==> src/rtl/seg_access_check.sv <==
module seg_access_check #(
  parameter int AW  = 32,
  parameter int LW  = 20,
  parameter int SZW = 2
) (
  input  logic          clk,
  input  logic          rst_n,
  input  logic          in_valid,
  input  logic [AW-1:0] seg_base,
  input  logic [LW-1:0] seg_limit,
  input  logic          gran,
  input  logic          big,
  input  logic          is_code,
  input  logic          seg_ec,
  input  logic          seg_wr,
  input  logic          is_stack,
  input  logic [AW-1:0] offset,
  input  logic [SZW-1:0] size_m1,
  input  logic [1:0]    kind,
  output logic          out_valid,
  output logic          ok,
  output logic [3:0]    fault,
  output logic [AW-1:0] lin_addr
);
  localparam int PGB = AW - LW;
  localparam int SMALL_TOP_W = 16;
  localparam logic [1:0] K_RD = 2'd0, K_WR = 2'd1, K_FE = 2'd2;
  localparam logic [3:0] V_SS = 4'd12, V_GP = 4'd13;

  wire [AW-1:0] upper = gran ? {seg_limit, {PGB{1'b1}}} : {{PGB{1'b0}}, seg_limit};
  wire [AW:0]   last  = {1'b0, offset} + {{(AW+1-SZW){1'b0}}, size_m1};
  wire [AW:0]   top   = big ? {1'b0, {AW{1'b1}}}
                            : {{(AW+1-SMALL_TOP_W){1'b0}}, {SMALL_TOP_W{1'b1}}};
  wire          expdn = !is_code && seg_ec;

  wire in_bounds = expdn ? ((offset > upper) && (last <= top))
                         : (last <= {1'b0, upper});

  logic type_ok;
  always_comb begin
    case (kind)
      K_RD:    type_ok = !is_code || seg_wr;
      K_WR:    type_ok = !is_code && seg_wr;
      K_FE:    type_ok = is_code;
      default: type_ok = 1'b0;
    endcase
  end

  wire [3:0] fault_n = !type_ok   ? V_GP :
                       !in_bounds ? (is_stack ? V_SS : V_GP) : 4'd0;

  always_ff @(posedge clk) begin
    if (!rst_n) begin
      out_valid <= 1'b0;
      ok        <= 1'b0;
      fault     <= 4'd0;
      lin_addr  <= '0;
    end else begin
      out_valid <= in_valid;
      if (in_valid) begin
        ok       <= (fault_n == 4'd0);
        fault    <= fault_n;
        lin_addr <= (fault_n == 4'd0) ? seg_base + offset : '0;
      end
    end
  end

  a_r11_latency: assert property (@(posedge clk) disable iff (!rst_n)
    ($past(rst_n) && $past(in_valid)) |-> out_valid);
  a_r11_no_spurious: assert property (@(posedge clk) disable iff (!rst_n)
    ($past(rst_n) && !$past(in_valid)) |-> !out_valid);
  a_r9_vector_set: assert property (@(posedge clk) disable iff (!rst_n)
    out_valid |-> (fault == 4'd0 || fault == V_SS || fault == V_GP));
  a_r10_ok_matches_fault: assert property (@(posedge clk) disable iff (!rst_n)
    out_valid |-> (ok == (fault == 4'd0)));
  a_r10_lin_sum: assert property (@(posedge clk) disable iff (!rst_n)
    ($past(rst_n) && $past(in_valid) && ok) |-> lin_addr == $past(seg_base + offset));
  a_r6_code_write: assert property (@(posedge clk) disable iff (!rst_n)
    ($past(rst_n) && $past(in_valid) && $past(is_code) && $past(kind) == K_WR)
      |-> (!ok && fault == V_GP));
  a_r8_data_fetch: assert property (@(posedge clk) disable iff (!rst_n)
    ($past(rst_n) && $past(in_valid) && !$past(is_code) && $past(kind) == K_FE)
      |-> !ok);
endmodule

==> config.mk <==
export PLATFORM = sky130hd
export DESIGN_NAME = seg_access_check
export DESIGN_NICKNAME = d
export VERILOG_FILES = /design/src/rtl/seg_access_check.sv
export SDC_FILE = /design/constraint.sdc
export NUM_CORES = 1
export LEC_CHECK = 0
export ABC_AREA = 0
export BUFFER_PORTS_ARGS = -buffer_cell sky130_fd_sc_hd__buf_4
export CORE_UTILIZATION = 40
export CTS_CLUSTER_DIAMETER = 30
export DETAILED_ROUTE_END_ITERATION = 10
export PLACE_DENSITY = 0.68
export SYNTH_ARGS = -nofsm -noshare
export SYNTH_HDL_FRONTEND = slang
export SYNTH_SLANG_ARGS = --single-unit
==> constraint.sdc <==
create_clock -name clk -period 5.5 [get_ports clk]
set_input_delay 0.55 -clock clk [delete_from_list [all_inputs] [get_ports clk]]
set_output_delay 0.55 -clock clk [all_outputs]
set_load 0.05 [all_outputs]
; ---- Word level (Yosys, flattened, before mapping)
; Cells that the tools add are included.
[word_totals]
ff_bits = 38
out_inout_bits = 38
wordCells = 26
[op_classes]
n_addsub = 2
order_cmp = 3
n_eq_ne = 2
mux = 8
n_reduce_logical = 7
[op_table]
columns = cell, count
row1 = 2-to-1 mux 32 bit, 3
row2 = <= comparator 33 x 32 -> 1 bit, 2
row3 = adder 32 x 2 -> 33 bit, 1
row4 = adder 32 bit, 1
row5 = greater-than comparator 32 bit, 1
row6 = 2-to-1 mux 4 bit, 2
row7 = zero test 4 bit, 1
row8 = logical AND 1 bit, 3
row9 = case mux 1 bit (3 select lines), 1
row10 = == test 2 x 1 -> 1 bit (second input constant), 1
row11 = == test 2 bit (second input constant), 1
row12 = zero test 2 bit, 1
row13 = 2-to-1 mux 1 bit, 2
row14 = zero test 1 bit, 1
row15 = logical OR 1 bit, 1

; ---- Depth between registers and ports, before layout
[logic_depth]
depth_word = 8
mapped_depth = 21
ltp_nobuf = 18

; ---- Worst setup path after synthesis
; Ideal clock, no wire load.
[synth_timing]
kind = input -> register
from = input port offset[0]
to = register lin_addr[17]
arrival_time_ps = 4070
required_ps = 5438
slack_ps = 1368
stages = 20
path_buffers = 3
path_cell_list = ha_1 > inv_1 > fa_1 > nand3b_1 > nor2_1 > and3_1 > and3_1 > buf_2 > nand3_1 > xnor2_1 > ha_1 > a211oi_1 > o21ai_0 > a2111oi_0 > o21bai_1 > a31oi_1 > and3_1 > buf_2 > buf_2 > a32o_1
[synth_between]
elab_chain_len = 8
elab_cells_between_ends = 11
cone_classes = add/sub: 2 / order compare: 3 / mux: 4 / reduce/logical: 2
[synth_lines]
columns = element, line_no
row1 = start: declaration, 17  ; input logic [AW-1:0] offset,
row2 = adder 32 x 2 -> 33 bit, 31  ; wire [AW:0] last = {1'b0, offset} + {{(AW+1-SZW){1'b0}}, size_m1};
row3 = <= comparator 33 x 32 -> 1 bit, 36  ; wire in_bounds = expdn ? ((offset > upper) && (last <= top))
row4 = logical AND 1 bit, 36
row5 = 2-to-1 mux 1 bit, 36
row6 = 2-to-1 mux 4 bit, 50  ; !in_bounds ? (is_stack ? V_SS : V_GP) : 4'd0;
row7 = 2-to-1 mux 4 bit, 49  ; wire [3:0] fault_n = !type_ok ? V_GP :
row8 = zero test 4 bit, 63  ; lin_addr <= (fault_n == 4'd0) ? seg_base + offset : '0;
row9 = 2-to-1 mux 32 bit *, 63
row10 = end signal: assignment, 63
row11 = end: declaration, 23  ; output logic [AW-1:0] lin_addr
; Every way passes the cells marked *; elsewhere a longest branch is shown, timed or not.
; A chain may end at the register's enable or synchronous reset.

; ---- Worst setup path after layout
; Ends and elaborated chain as after synthesis.

==> impl_metrics.ini <==
[logic_synthesis]
postSynthRegisterBits = 36
asyncSetResetFlopFracSynth_pct = 0
synth_top_flop_cell = dfxtp_1
synth.yosys.seq_area_share_pct = 13.6
synth_cells = 652
portion_of_synthesized_cell_area_occupied_by_the_leading_cell_type_pct = 26.7
synth_largest_area_cell = ha_1
syn-mean-instance-area_um2 = 8.13
mappedNetlistNets = 864
yosys.cell_types.count = 60
synth_top_cells_by_area = ha_1, dfxtp_1, xnor2_1
synth.cell_area_um2 = 5300
synth_enable_flop_cells = 0
synth-warning-count = 0

[finish]
final_nets = 989
layout-drive-gt1-share_pct = 19.5
final_core_util_pct = 51.6
antenna_cells_inserted = 0
layout-area-overhead-vs-synth_pct = 24.5

[route]
detail_route.drc_violations = 0
antenna_violating_nets_post_route = 0
dr_total_vias = 5498
drt_wirelength_um = 16400
route.detailed.wl_per_inst_um = 17.3
vias_per_cell = 5.79
drt_first_iter_violations = 349
drt_pass1_iterations = 5

[grt]
number_of_global_route_vias_before_repair = 5456
globalRouteOverflowTotal = 0
globalRouteMet2Util_pct = 43.8
met1_usage_pct = 30.2
gr-usage-met3_pct = 4.17
pin_count_of_the_biggest_net_entering_global_routing = 33
global_route_wire_length_before_repair_um = 26200
grt.busiest_layer = met2
grt_antenna_before_repair = 0
grt.total_usage_pct = 24.7

[clocking]
clock_insertion_delay_worst_skew_ns = 0.31
cts_bufs_inserted = 5
cts.sink_count = 36
clkSlewWorstSetupHoldPaths_ns = 0.06
cts.repair.resized = 0
cts_buffer_depth = 2
cts.repair_timing.setup_buffer_count = 0
htreeDepth = 2
cts_tree = done
ctsHoldBuffers = 0
cts.root.buffer_cell = clkbuf_16

[power]
leakage_nw = 3.18
vdd_drop_max_mv = 0.102
p_switching_uw = 455
final_total_pwr_mw = 1.13
combinationalPowerShare_pct = 48.5
power_report.internal_total_uw = 673
clock_power_share_pct = 26.7
sequentialPowerShare_pct = 24.8
switching_share_pct = 40.3
power.density_nw_per_um2 = 171

[critical_path]
crit_chain = buf_4 > ha_1 > inv_1 > fa_1 > nand3b_1 > nor2_1 > and3_1 > and3_1 > nand3_1 > xnor2_1 > ha_1 > a211oi_1 > o21ai_0 > a2111oi_0 > o21bai_1 > a31oi_1 > and3_1 > buf_4 > a32o_1
critPathLaunchType = input port
critical_path.endpoint_type = register
worst_ep_arrival_time_ns = 4.74
type_of_the_worst_setup_path = input port to register
r2r.worst_path.cells = 3
critical-path-top-cell-by-count = and3_1
rrSetupSlack_ns = 4.80
cp_data_required_time_ns = 5.74
worst_path_largest_cell_delay_ns = 0.41
timing.critical_path.slowest_stage_cell = fa_1
critical_path.max_fanout = 18

[sta]
layout_worst_path_cycle_share_pct = 81.8
slew_worst_pin_ns = 0.598
fmax_ghz = 0.222
skew_ns = 0
timing_hold_violations_final = 0
rsz0062_at_grt = false
setup_violations = 0
setup_tns_ns = 0
layout_min_cycle_time_ns = 4.50
slew_headroom_pct = 60.1
slew_limit_fails = 0

[floorplanning]
floorplan.die_area_um2 = 13700
row_count = 41
initial_core_utilization_pct = 41.5
count_of_pins_on_the_block_boundary = 135
core-area_um2 = 12800
die-width_um = 117
dieHeight_um = 117

[job]
timing.max_cap.violations = 0

[placed_design]
finalWeightedCongestion = 0.905
dp_hpwl_um = 14000
place.port_buffers = 133

[worst_hold_path]
hp-class = register to register
hold_path_depth = 1

[outcome]
status = complete, no violations
-- worst paths after layout --
| check | from | endpoint |
|---|---|---|
| worst max-delay path | offset[0] | lin_addr[17] |
| worst min-delay path | lin_addr[17] | lin_addr[17] |
| worst max register to register | fault[0] | fault[0] |
| worst min register to register | lin_addr[17] | lin_addr[17] |
-- cell usage in the layout, fill, tap and decap left out, types with 10 or more instances in the layout --
cell	instances
ha_1	113
o21ai_0	27
a211oi_1	11
xnor2_1	37
nand3_1	23
nand2_1	48
and3_1	12
xor2_1	19
a21oi_1	51
buf_4	136
a21o_1	19
inv_1	27
dfxtp_1	36
nor3_1	10
nand4_1	25
nor2_1	37
a22o_1	28
-- layer usage --
layer,vias up,share of wire (%)
met2,157,48
met5,-,0
met3,25,4.4
met4,0,2.1
li1,2726,-
met1,2590,45
-- registers in the layout (all words and copies together) (netlist names) --
name and flops:
out_valid 1, lin_addr 32, fault 2, ok 1
-- through the flow --
stage               hold WS (ns)  area [µm²]  cells  setup slack [ns]
floorplan                  0.672        5300    652              1.37
global placement           0.457        6450    942             0.881
detailed placement         0.463        6450    942             0.748
CTS                        0.481        6600    950              1.00
global route               0.501        6600    950             0.621
finish                     0.478        6600    950             0.998
-- power groups by stage --
stage                     sequential [mW]  clock, mW  combinational, mW
after floorplan                     0.325          0              0.321
after global placement              0.285          0              0.528
after detailed placement            0.285          0              0.541
after CTS                           0.279      0.312              0.544
after global routing                0.281      0.319              0.603
final                               0.279      0.301              0.547
-- cells by family after synthesis --
logic type,Yosys count,synth area share (%)
flops,36,13.6
simple gates,198,19.3
compound gates,192,25.2
mux,9,1.70
xor+xnor,56,9.26
other cells,1,0.0708
fa+ha+maj,115,27.4
buf+inv,45,3.50
-- worst max-delay path: cells and delay by family --
| kind | cells | cell delay [ns] |
|---|---|---|
| AND/OR/NAND/NOR | 6 | 1.37 |
| AO/OA/AOI/OAI | 6 | 1.28 |
| adder cells (fa/ha/maj) | 3 | 0.89 |
| buffers and inverters | 3 | 0.40 |
| XOR/XNOR | 1 | 0.22 |
-- cells in the mapped netlist (all sizes together) (19+ instances only) --
library cell / instances
inv: 27
xnor2: 37
nor2: 37
a21oi: 51
o21ai: 29
ha: 113
xor2: 19
nand4: 25
nand2: 48
nand3: 23
dfxtp: 36
a21o: 19
a22o: 28
-- cell type report --
class	instances	area, µm²
clock buffers	5	125
flip-flops and latches	36	721
clock inverters	3	18.8
multi-input cells	571	4390
inverters	27	101
repair buffers	136	1020
fillers	1246	6180
well taps	172	215
No activity file was read; power rests on OpenSTA's default activity.
